## src/rtl/pwm_bank_pkg.sv

```systemverilog
package pwm_bank_pkg;

  // global register offsets
  localparam int unsigned START_OFS = 'h04;
  localparam int unsigned STOP_OFS  = 'h08;
  localparam int unsigned RUN_OFS   = 'h0C;
  localparam int unsigned MASK_OFS  = 'h10;
  localparam int unsigned EVT_OFS   = 'h1C;

  // channel windows
  localparam int unsigned CH_BASE   = 'h200;
  localparam int unsigned CH_STRIDE = 'h20;

  // word index inside a channel window
  typedef enum logic [2:0] {
    W_MODE  = 3'd0,
    W_DUTY  = 3'd1,
    W_DSHAD = 3'd2,
    W_PER   = 3'd3,
    W_PSHAD = 3'd4
  } ch_word_e;

  localparam int unsigned INV_BIT = 9;

endpackage

```

## src/rtl/pwm_tick_gen.sv

```systemverilog
module pwm_tick_gen #(
  parameter int PSEL_MAX = 10
) (
  input  logic       clk,
  input  logic       rst,
  input  logic       clr,
  input  logic [3:0] psel,
  output logic       tick
);
  localparam int PW = PSEL_MAX + 1;

  logic [3:0]    eff;
  logic [PW-1:0] lim;
  logic [PW-1:0] div_q;

  always_comb begin
    eff = (psel > 4'(PSEL_MAX)) ? 4'(PSEL_MAX) : psel;
    lim = (PW'(1) << eff) - PW'(1);
  end

  // >= keeps the divider safe when the setting shrinks mid-count
  assign tick = !clr && (div_q >= lim);

  always_ff @(posedge clk) begin
    if (rst || clr)  div_q <= '0;
    else if (tick)   div_q <= '0;
    else             div_q <= div_q + PW'(1);
  end


  tick_restart_chk: assert property (@(posedge clk) disable iff (rst)
    tick |=> (div_q == '0));

endmodule

```

## src/rtl/pwm_chan.sv

```systemverilog
module pwm_chan
  import pwm_bank_pkg::*;
#(
  parameter int CW       = 16,
  parameter int DW       = 32,
  parameter int PSEL_MAX = 10
) (
  input  logic          clk,
  input  logic          rst,
  input  logic          wr_en,
  input  logic [2:0]    word,
  input  logic [CW-1:0] wdata,
  input  logic          start,
  input  logic          stop,
  output logic          running,
  output logic          period_end,
  output logic          pwm_o,
  output logic [DW-1:0] rdata
);

  logic [3:0]    psel_q;
  logic          inv_q;
  logic [CW-1:0] duty_q, per_q, dshad_q, pshad_q, cnt_q;
  logic          dpend_q, ppend_q, run_q, stop_pend_q;
  logic          tick, wrap;
  logic [CW-1:0] last_cnt;

  pwm_tick_gen #(.PSEL_MAX(PSEL_MAX)) u_tick (
    .clk  (clk),
    .rst  (rst),
    .clr  (!run_q),
    .psel (psel_q),
    .tick (tick)
  );

  assign last_cnt   = (per_q == '0) ? '0 : per_q - CW'(1);
  assign wrap       = run_q && tick && (cnt_q >= last_cnt);
  assign period_end = wrap;
  assign running    = run_q;

  always_ff @(posedge clk) begin
    if (rst) begin
      psel_q      <= '0;
      inv_q       <= 1'b0;
      duty_q      <= '0;
      per_q       <= '0;
      dshad_q     <= '0;
      pshad_q     <= '0;
      dpend_q     <= 1'b0;
      ppend_q     <= 1'b0;
      cnt_q       <= '0;
      run_q       <= 1'b0;
      stop_pend_q <= 1'b0;
      pwm_o       <= 1'b0;
    end else begin
      // counter
      if (!run_q)     cnt_q <= '0;
      else if (wrap)  cnt_q <= '0;
      else if (tick)  cnt_q <= cnt_q + CW'(1);

      // period-boundary transfer of shadows
      if (wrap) begin
        if (dpend_q) begin
          duty_q  <= dshad_q;
          dpend_q <= 1'b0;
        end
        if (ppend_q) begin
          per_q   <= pshad_q;
          ppend_q <= 1'b0;
        end
      end

      // register writes
      if (wr_en) begin
        unique case (word)
          W_MODE: begin
            psel_q <= wdata[3:0];
            inv_q  <= wdata[INV_BIT];
          end
          W_DUTY:  if (!run_q) duty_q <= wdata;
          W_DSHAD: begin
            dshad_q <= wdata;
            dpend_q <= 1'b1;
          end
          W_PER:   if (!run_q) per_q <= wdata;
          W_PSHAD: begin
            pshad_q <= wdata;
            ppend_q <= 1'b1;
          end
          default: ;
        endcase
      end

      // run control: stop waits for the boundary, start wins ties
      if (stop && run_q) stop_pend_q <= 1'b1;
      if (wrap && stop_pend_q) begin
        run_q       <= 1'b0;
        stop_pend_q <= 1'b0;
      end
      if (start) begin
        run_q       <= 1'b1;
        stop_pend_q <= 1'b0;
      end

      pwm_o <= (run_q && (cnt_q >= duty_q)) ^ inv_q;
    end
  end

  always_comb begin
    unique case (word)
      W_MODE:  rdata = DW'({inv_q, 5'b0, psel_q});
      W_DUTY:  rdata = DW'(duty_q);
      W_DSHAD: rdata = DW'(dshad_q);
      W_PER:   rdata = DW'(per_q);
      W_PSHAD: rdata = DW'(pshad_q);
      default: rdata = '0;
    endcase
  end

  logic unused_wbits;
  assign unused_wbits = ^{wdata[CW-1:INV_BIT+1], wdata[INV_BIT-1:4]};


  start_takes_chk: assert property (@(posedge clk) disable iff (rst)
    start |=> run_q);


  stop_at_boundary_chk: assert property (@(posedge clk) disable iff (rst)
    $fell(run_q) |-> $past(wrap));


  live_regs_hold_chk: assert property (@(posedge clk) disable iff (rst)
    (run_q && !wrap) |=> ($stable(duty_q) && $stable(per_q)));


  count_bound_chk: assert property (@(posedge clk) disable iff (rst)
    run_q |-> (cnt_q <= last_cnt));


  idle_level_chk: assert property (@(posedge clk) disable iff (rst)
    !run_q |=> (pwm_o == $past(inv_q)));

endmodule

```

## src/rtl/pwm_bank.sv

```systemverilog
module pwm_bank
  import pwm_bank_pkg::*;
#(
  parameter int NCH      = 4,
  parameter int AW       = 12,
  parameter int DW       = 32,
  parameter int CW       = 16,
  parameter int PSEL_MAX = 10
) (
  input  logic           clk,
  input  logic           rst,
  input  logic           bus_wr,
  input  logic           bus_rd,
  input  logic [AW-1:0]  bus_addr,
  input  logic [DW-1:0]  bus_wdata,
  output logic [DW-1:0]  bus_rdata,
  output logic [NCH-1:0] pwm_out,
  output logic           irq
);

  localparam int CH_IW = (NCH > 1) ? $clog2(NCH) : 1;
  localparam logic [AW-1:0] A_START = AW'(START_OFS);
  localparam logic [AW-1:0] A_STOP  = AW'(STOP_OFS);
  localparam logic [AW-1:0] A_RUN   = AW'(RUN_OFS);
  localparam logic [AW-1:0] A_MASK  = AW'(MASK_OFS);
  localparam logic [AW-1:0] A_EVT   = AW'(EVT_OFS);
  localparam logic [AW-1:0] A_CH0   = AW'(CH_BASE);
  localparam logic [AW-1:0] A_CHEND = AW'(CH_BASE + NCH * CH_STRIDE);

  logic [NCH-1:0] start_v, stop_v, run_v, pend_v, ch_wr;
  logic [NCH-1:0] evt_q, mask_q;
  logic [DW-1:0]  ch_rd [NCH];
  logic [DW-1:0]  rd_mux;
  logic [AW-1:0]  ch_off;
  logic [CH_IW-1:0] ch_idx;
  logic           in_ch, evt_rd;

  assign in_ch  = (bus_addr >= A_CH0) && (bus_addr < A_CHEND);
  assign ch_off = bus_addr - A_CH0;
  assign ch_idx = ch_off[CH_IW+4:5];
  assign evt_rd = bus_rd && (bus_addr == A_EVT);

  assign start_v = (bus_wr && bus_addr == A_START) ? bus_wdata[NCH-1:0] : '0;
  assign stop_v  = (bus_wr && bus_addr == A_STOP)  ? bus_wdata[NCH-1:0] : '0;

  for (genvar i = 0; i < NCH; i++) begin : g_ch
    assign ch_wr[i] = bus_wr && in_ch && (ch_idx == CH_IW'(i));
    pwm_chan #(.CW(CW), .DW(DW), .PSEL_MAX(PSEL_MAX)) u_chan (
      .clk        (clk),
      .rst        (rst),
      .wr_en      (ch_wr[i]),
      .word       (bus_addr[4:2]),
      .wdata      (bus_wdata[CW-1:0]),
      .start      (start_v[i]),
      .stop       (stop_v[i]),
      .running    (run_v[i]),
      .period_end (pend_v[i]),
      .pwm_o      (pwm_out[i]),
      .rdata      (ch_rd[i])
    );
  end

  always_comb begin
    rd_mux = '0;
    if (in_ch)                      rd_mux = ch_rd[ch_idx];
    else if (bus_addr == A_RUN)     rd_mux = DW'(run_v);
    else if (bus_addr == A_MASK)    rd_mux = DW'(mask_q);
    else if (bus_addr == A_EVT)     rd_mux = DW'(evt_q);
  end

  always_ff @(posedge clk) begin
    if (rst) begin
      evt_q     <= '0;
      mask_q    <= '0;
      irq       <= 1'b0;
      bus_rdata <= '0;
    end else begin
      evt_q     <= (evt_rd ? '0 : evt_q) | pend_v;
      if (bus_wr && bus_addr == A_MASK) mask_q <= bus_wdata[NCH-1:0];
      irq       <= |(evt_q & mask_q);
      bus_rdata <= bus_rd ? rd_mux : '0;
    end
  end

  logic unused_bits;
  assign unused_bits = ^{bus_wdata[DW-1:CW], ch_off[AW-1:CH_IW+5],
                         ch_off[4:0], bus_addr[1:0]};


  evt_clear_chk: assert property (@(posedge clk) disable iff (rst)
    (evt_rd && !(|pend_v)) |=> (evt_q == '0));


  evt_keep_chk: assert property (@(posedge clk) disable iff (rst)
    (|pend_v) |=> ((evt_q & $past(pend_v)) == $past(pend_v)));


  irq_masked_chk: assert property (@(posedge clk) disable iff (rst)
    (mask_q == '0) |=> !irq);


  rdata_idle_chk: assert property (@(posedge clk) disable iff (rst)
    !bus_rd |=> (bus_rdata == '0));

endmodule

```

## config.mk

```make
export PLATFORM = sky130hd
export DESIGN_NAME = pwm_bank
export DESIGN_NICKNAME = d
export VERILOG_FILES = /design/src/rtl/pwm_bank_pkg.sv /design/src/rtl/pwm_tick_gen.sv /design/src/rtl/pwm_chan.sv /design/src/rtl/pwm_bank.sv
export SDC_FILE = /design/constraint.sdc
export NUM_CORES = 1
export LEC_CHECK = 0
export BUFFER_PORTS_ARGS = -buffer_cell sky130_fd_sc_hd__buf_4
export CORE_UTILIZATION = 68
export DETAILED_ROUTE_END_ITERATION = 8
export GPL_TIMING_DRIVEN = 0
export PLACE_DENSITY = 0.86
export SLEW_MARGIN = 20
export SYNTH_ARGS = -nofsm -noshare
export SYNTH_HDL_FRONTEND = slang
export SYNTH_HIERARCHICAL = 1
export SYNTH_SLANG_ARGS = --single-unit
```

## constraint.sdc

```tcl
create_clock -name clk -period 8.5 [get_ports clk]
set_input_delay 0.85 -clock clk [delete_from_list [all_inputs] [get_ports clk]]
set_output_delay 0.85 -clock clk [all_outputs]
set_load 0.01 [all_outputs]
```

== After elaboration in Yosys (flattened, before gate mapping) ==
Index checks and enable logic that the tools add are counted.

* Output and inout port bits: 37
* Flip-flop bits (word level): 445
* Bits of input ports: 48
* Logic and storage cells: 292

* Reductions and logical operators: 78
* Muxes and demuxes: 94
* Add/subtract/negate cells: 17
* Bitwise operators: 12
* Eq/ne operators: 12
* $lt $le $gt $ge: 19
* Shift operators: 4

{| class="wikitable"
|+ Operators with widths
! operator !! number
|-
| 16-bit two-way mux || 44
|-
| 16-bit case mux with 5 select lines || 4
|-
| 16-bit greater-or-equal comparator || 8
|-
| 32-bit two-way mux || 3
|-
| 16-bit by 1-bit adder with 16-bit output (second input constant) || 4
|-
| 32-bit binary-select mux with 2-bit select || 1
|-
| 16-bit logical NOT || 4
|-
| 16-bit by 1-bit subtractor with 16-bit output (second input constant) || 4
|-
| 11-bit by 1-bit adder with 11-bit output (second input constant) || 4
|-
| 11-bit greater-or-equal comparator || 4
|-
| 1-bit by 4-bit left shift with 11-bit output (first input constant) || 4
|-
| 11-bit by 2-bit subtractor with 11-bit output (second input constant) || 4
|-
| 4-bit two-way mux || 10
|-
| 1-bit logical AND || 34
|-
| 1-bit two-way mux || 32
|-
| 12-bit by 4-bit == test with 1-bit output (second input constant) || 2
|-
| 12-bit by 5-bit == test with 1-bit output (second input constant) || 2
|-
| 2-bit AND reduction || 12
|-
| 3-bit OR reduction || 8
|-
| 4-bit greater-than comparator (second input constant) || 4
|-
| 12-bit by 3-bit == test with 1-bit output (second input constant) || 1
|-
| 12-bit by 10-bit greater-or-equal comparator with 1-bit output (second input constant) || 1
|-
| 12-bit by 10-bit less-than comparator with 1-bit output (second input constant) || 1
|-
| 2-bit OR reduction || 5
|-
| other kinds (18) || 36
|}

== Depth between registers and ports, before layout ==
* Depth after elaboration: 12
* Mapped depth: 20
* Depth with buffers taken out: 18

== By module ==
Netlist, hierarchy kept.

{| class="wikitable"
|+ By module, submodules not included
! module !! area an instance (um^2) !! seq. area each (um^2) !! times used !! cells each
|-
| pwm_chan (g_ch[0].u_chan ...) || 5272.6 || 1801.7 || 3 || 669
|-
| pwm_chan (g_ch[1].u_chan) || 5426.5 || 1801.7 || 1 || 666
|-
| pwm_tick_gen || 800.8 || 220.2 || 4 || 94
|-
| pwm_bank || 2396.0 || 820.8 || 1 || 194
|}

== Least setup slack after synthesis ==
Ideal clock, no wire load.

* Path type: register to register
* From: reg g_ch[1].u_chan.psel_q[1]
* To: reg g_ch[1].u_chan.cnt_q[13]
* Clock period less this slack: 3.948 ns
* Setup time: 0.118 ns
* Arrival: 3.830 ns
* Cell stages (with the launch flop): 20
* Path buffers: 1
* Path slack: 4.552 ns
* Data required time: 8.382 ns
* Cell sequence: dfxtp_1 or2_1 or3_1 ha_1 nor3_1 a21o_1 a32oi_1 ha_1 nand4_1 nor2_1 a211oi_2 or2_1 a21oi_1 clkbuf_1 nand3_1 nor3_1 nor2b_1 nand3_1 xor2_1 nor2_4

* Cells in the longest elaborated chain, start to end: 9

{| class="wikitable"
|+ Ends and longest elaborated chain
! what !! line !! source
|-
| from (decl) || pwm_chan.sv:21 || <nowiki>logic [3:0] psel_q;</nowiki>
|-
| from (signal assigned) || pwm_chan.sv:77 || <nowiki>psel_q <= wdata[3:0];</nowiki>
|-
| 4-bit greater-than comparator || pwm_tick_gen.sv:17 || <nowiki>eff = (psel > 4'(PSEL_MAX)) ? 4'(PSEL_MAX) : psel;</nowiki>
|-
| 4-bit two-way mux (*) || pwm_tick_gen.sv:17 ||
|-
| 1-bit by 4-bit left shift with 11-bit output (*) || pwm_tick_gen.sv:18 || <nowiki>lim = (PW'(1) << eff) - PW'(1);</nowiki>
|-
| 11-bit by 2-bit subtractor with 11-bit output (*) || pwm_tick_gen.sv:18 ||
|-
| 11-bit greater-or-equal comparator (*) || pwm_tick_gen.sv:22 || <nowiki>assign tick = !clr && (div_q >= lim);</nowiki>
|-
| 1-bit logical AND (*) || pwm_tick_gen.sv:22 ||
|-
| net g_ch[1].u_chan.tick || pwm_chan.sv:25 || <nowiki>logic tick, wrap;</nowiki>
|-
| 1-bit logical AND (2 in a row) || pwm_chan.sv:37 || <nowiki>assign wrap = run_q && tick && (cnt_q >= last_cnt);</nowiki>
|-
| 3-bit OR reduction (no line) || n/a ||
|-
| to (signal assigned) || pwm_chan.sv:59 || <nowiki>else if (tick) cnt_q <= cnt_q + CW'(1);</nowiki>
|-
| to (decl) || pwm_chan.sv:23 || <nowiki>logic [CW-1:0] duty_q, per_q, dshad_q, pshad_q, cnt_q;</nowiki>
|}

The timed path passes the listed nets; every way through them passes the cells marked *.
A chain may end at the register's enable or synchronous reset.

== Final worst setup path ==
* From: reg g_ch[3].u_chan.psel_q[1]
* To: reg g_ch[3].u_chan.per_q[12]

* Cells in the longest elaborated chain, start to end: 12

{| class="wikitable"
|+ Ends and longest elaborated chain
! what !! line !! source
|-
| from (decl) || pwm_chan.sv:21 ||
|-
| from (signal assigned) || pwm_chan.sv:77 ||
|-
| 4-bit greater-than comparator || pwm_tick_gen.sv:17 ||
|-
| 4-bit two-way mux (*) || pwm_tick_gen.sv:17 ||
|-
| 1-bit by 4-bit left shift with 11-bit output (*) || pwm_tick_gen.sv:18 ||
|-
| 11-bit by 2-bit subtractor with 11-bit output (*) || pwm_tick_gen.sv:18 ||
|-
| 11-bit greater-or-equal comparator (*) || pwm_tick_gen.sv:22 ||
|-
| 1-bit logical AND (*) || pwm_tick_gen.sv:22 ||
|-
| net g_ch[3].u_chan.tick || pwm_chan.sv:25 ||
|-
| 1-bit logical AND (*) (2 in a row) || pwm_chan.sv:37 ||
|-
| 16-bit two-way mux (*) || pwm_chan.sv:62 || <nowiki>if (wrap) begin</nowiki>
|-
| 16-bit two-way mux || pwm_chan.sv:85 || <nowiki>W_PER: if (!run_q) per_q <= wdata;</nowiki>
|-
| 16-bit two-way mux || pwm_chan.sv:75 || <nowiki>unique case (word)</nowiki>
|-
| 16-bit two-way mux (*) || pwm_chan.sv:74 || <nowiki>if (wr_en) begin</nowiki>
|-
| to (signal assigned) || pwm_chan.sv:68 || <nowiki>per_q <= pshad_q;</nowiki>
|-
| to (signal assigned) || pwm_chan.sv:85 ||
|-
| to (decl) || pwm_chan.sv:23 ||
|}

Marks and branches as above.

==> parameters.txt <==
Parameter                              Value

Run status
  Result of the run ... finished, final reports clean

Detailed routing
  DRC viols ... 0
  Starting DRT DRC Count ... ~2400
  Final routed wirelength across all metal layers ... approximately 80 mm
  Post-DRT Antenna Nets ... 0
  Detailed-router iteration count before antenna repair ... 7
  Top Metal Used ... met5
  Via density per instance ... approximately 6.3
  WL met3 ... between 7 and 8 mm
  Routed length on met1 ... between 20 and 30 mm
  WL/cell ... between 20 and 25 µm
  Via count ... ~25000
  Wire length on met2 ... 36.9 mm

Synthesis
  Cell types occupying the most area after synthesis ... dfxtp_1 (33%), ha_1 (8.9%), nand2_1 (8.6%), mux2i_1 (7.4%), o21ai_0 (4.5%)
  Syn Std Cell Area ... between 20000 and 30000 µm²
  Primary flip-flop cell chosen by synthesis mapping ... dfxtp_1
  Portion of netlist area occupied by mux cells ... 11.0%
  Area fraction in compound gates after synthesis ... around 14%
  Cell type with the highest aggregate area in the netlist ... dfxtp_1
  Area share of xor/xnor cells in the synthesized design ... between 4 and 5%
  Distinct cell type count after synthesis ... 75
  Area fraction in and, or, nand and nor cells after synthesis ... between 20% and 30%
  Sequential element share of the synthesized area ... 33.2%
  Register bit count reported by yosys ... 445
  Count of flip-flops with a built-in enable after synthesis ... 0
  Post-synthesis cell count ... about 3200
  Area share of the largest cell type after synthesis ... 33.2%
  Warnings from Yosys ... 6
  Proportion of synthesized flip-flops having asynchronous set or reset ... 0%
  Dominant combinational cell family by area after synthesis ... simple AND/OR/NAND/NOR gates
  Adder-cell share of the synthesized area ... 8.95%
  Syn_area_per_cell ... a little over 8 µm²

Global route
  Maximum number of pins on one net before global-route repair ... 24
  Number of antenna violations at the first check in global routing ... 3
  First-pass GRT wire length ... 126 mm
  Number of global-route vias before repair ... roughly 25000
  Total grt overflow ... 0
  Global Route Usage Sum ... roughly two fifths

Layout
  Relative area change from synthesis to final layout ... 11.2%
  Area of the multi-input gates ... 16500 µm²
  Total Nets Final ... approximately 3700
  Core occupancy in the finished layout ... 76.9%
  Filler cell count in the final layout ... 2782
  Commonest non-fill, non-tap cell in the layout ... nand2_1
  Top library cells by usage in the layout, fill and taps aside ... nand2_1 (615), dfxtp_1 (445), o21ai_0 (243)
  Share of final-layout standard cells stronger than drive strength 1 ... 10.6%
  Seq. cell area ... around 8900 µm²

CTS
  Root buffer cell ... clkbuf_16
  Clock buffer depth ... 3
  Post-CTS setup-driven buffer insertion count ... 0
  Sinks on the clock net ... 445
  Number of resized instances in the post-cts repair step ... 0
  Level count of the clock H-tree ... 2
  CTS buffer count ... 47
  Worst-Skew Late Latency ... ~0.59 ns
  # hold bufs at CTS ... 0
  CTS tree ... done
  Reg clk slew, reported paths ... ~0.060 ns

Timing
  RSZ-0062 raised after global routing ... no
  Number of setup violations in the final report ... 0
  Final clock skew ... roughly 0.019 ns
  Final min period ... 4.84 ns
  Final hold vios ... 0
  Max frequency ... just over 0.2 GHz
  Setup TNS ... 0 ns
  Normalized max-slew margin ... roughly a third
  Number of max-slew violations in the final report ... 0
  Worst-Margin Slew ... around 1.0 ns
  Share of the clock period used by the worst path after layout ... a little under three fifths

Pwr
  IR drop worst, VDD ... between 150 and 200 µV
  Ratio of total power to cell area ... between 100 and 150 nW/µm²
  Total leakage power ... ~11 nW

Worst setup path
  Standard cell with the maximum stage delay on the critical path ... clkbuf_1
  Critical path launch point type ... register
  Type of the worst setup path ... reg -> reg
  Arrival time worst endpoint ... between 5 and 6 ns
  Maximum cell stage delay along the critical path ... ~0.53 ns
  Critical Path, Cell by Cell ... or2_1 > or3_1 > ha_1 > nor3_1 > a21o_1 > a32oi_1 > ha_1 > nand4_1 > nor2_1 > a211oi_2 > or2_1 > a21oi_1 > clkbuf_1 > nand3_1 > a21oi_2 > buf_6 > mux2i_1 > o21ai_0
  Crit end category ... register
  Required time of the critical path ... slightly below 9 ns
  Top delay family on crit path ... simple AND/OR/NAND/NOR gates
  Biggest fanout along the worst timing path ... 10
  CP Buf/Inv Count ... 2

Hold path
  Tightest Hold Check Type ... reg -> reg

Floorplanning
  Overall die area ... 40300 µm²
  Die Height ... 201 µm
  Initial core utilization ... 69.1%
  Number of cell rows ... a little over 70
  Placeable Area ... 38800 µm²
  Boundary Pins ... 85
  Die Wd ... ~200 µm

Place
  Final GP Congestion ... between 1 and 1.5
  Number of buffers added on ports ... 65
  Estimated wirelength of the detail-placed design ... 58.9 mm

Job
  Total of max-cap violations ... 0
==> final cells by class <==
type / instances / area share (%)
multi-input cells: 2537 / 55.3
inverters: 104 / 1.31
clock buffers: 75 / 4.94
well taps: 518 / 2.17
repair buffers: 65 / 1.64
flip-flops and latches: 445 / 29.9
diodes: 1 / 0.00839
plain buffers: 217 / 4.26
clock inverters: 13 / 0.520
==> state kept, by name (all words and copies together) (netlist names) <==
signal                    count
g_ch.u_chan/inv_q             4
g_ch.u_chan/stop_pend_q       4
g_ch.u_chan/pwm_o             4
g_ch.u_chan/dshad_q          64
g_ch.u_chan/cnt_q            64
evt_q                         4
bus_rdata                    32
g_ch.u_chan/running           4
irq                           1
g_ch.u_chan/per_q            64
g_ch.u_chan/psel_q           16
g_ch.u_chan/pshad_q          64
mask_q                        4
g_ch.u_chan/u_tick/div_q     44
g_ch.u_chan/dpend_q           4
g_ch.u_chan/ppend_q           4
g_ch.u_chan/duty_q           64
==> cell usage after synthesis, drive strengths merged (47+ instances only) <==
master / number
xor2: 106
ha: 192
nor2: 238
nand3: 66
a21oi: 241
mux2i: 199
nand2: 617
nor3: 51
dfxtp: 445
inv: 104
o21ai: 254
nand2b: 47
and3: 49
a22oi: 47
buf: 99
clkbuf: 118
==> where the power goes <==
part,total [mW],internal [mW],switching [mW]
Combinational,0.224,0.0741,0.150
Sequential,2.09,2.09,0.000720
Clock,2.14,1.28,0.867
==> metrics by stage <==
stage,hold slack (ns),cell area (µm²),setup WS [ns],total power [mW],cells
2_1_floorplan,0.441,27100,4.55,2.26,3303
3_3_place_gp,0.453,28200,3.95,2.34,3886
3_5_place_dp,0.461,28200,3.84,2.34,3886
4_1_cts,0.471,29800,3.81,4.46,3974
5_1_grt,0.497,29800,3.40,4.55,3974
6_report,0.474,29800,3.66,4.46,3975
==> routing by layer <==
layer / GRT usage [%] / vias to the layer above
met5: 0 / -
met1: 45.7 / 11700
met4: 22.2 / 2
li1: - / 11500
met2: 65.8 / 1279
met3: 8.34 / 384
==> worst reg2reg max path: stages (launching register included) <==
cell and delay (ns):
dfxtp_1 0.42, or2_1 0.31, or3_1 0.35, ha_1 0.30, nor3_1 0.21, a21o_1 0.12
a32oi_1 0.10, ha_1 0.32, nand4_1 0.09, nor2_1 0.14, a211oi_2 0.09, or2_1 0.24
a21oi_1 0.15, clkbuf_1 0.53, nand3_1 0.21, a21oi_2 0.51, buf_6 0.27, mux2i_1 0.19
o21ai_0 0.12
==> kinds of logic (layout without fill, tap and decap cells) <==
kind of cell,count (synthesis),count (layout)
DFF,445,445
AOI/OAI and AO/OA,655,655
other,4,65
muxes,251,251
and+or+nand+nor,1229,1229
adders and majority gates,192,192
xor gates and xnor gates,146,146
buffers and inverters,321,474
==> worst paths after layout <==
check,end,cells after the start,slack [ns],start
worst max-delay path,g_ch[3].u_chan/per_q[12],18,3.66,g_ch[3].u_chan/psel_q[1]
worst max register to register,g_ch[3].u_chan/per_q[12],18,3.66,g_ch[3].u_chan/psel_q[1]
worst min-delay path,g_ch[3].u_chan/ppend_q,2,0.47,g_ch[3].u_chan/ppend_q
worst min register to register,g_ch[3].u_chan/ppend_q,2,0.47,g_ch[3].u_chan/ppend_q
No activity file was read; power rests on OpenSTA's default activity.
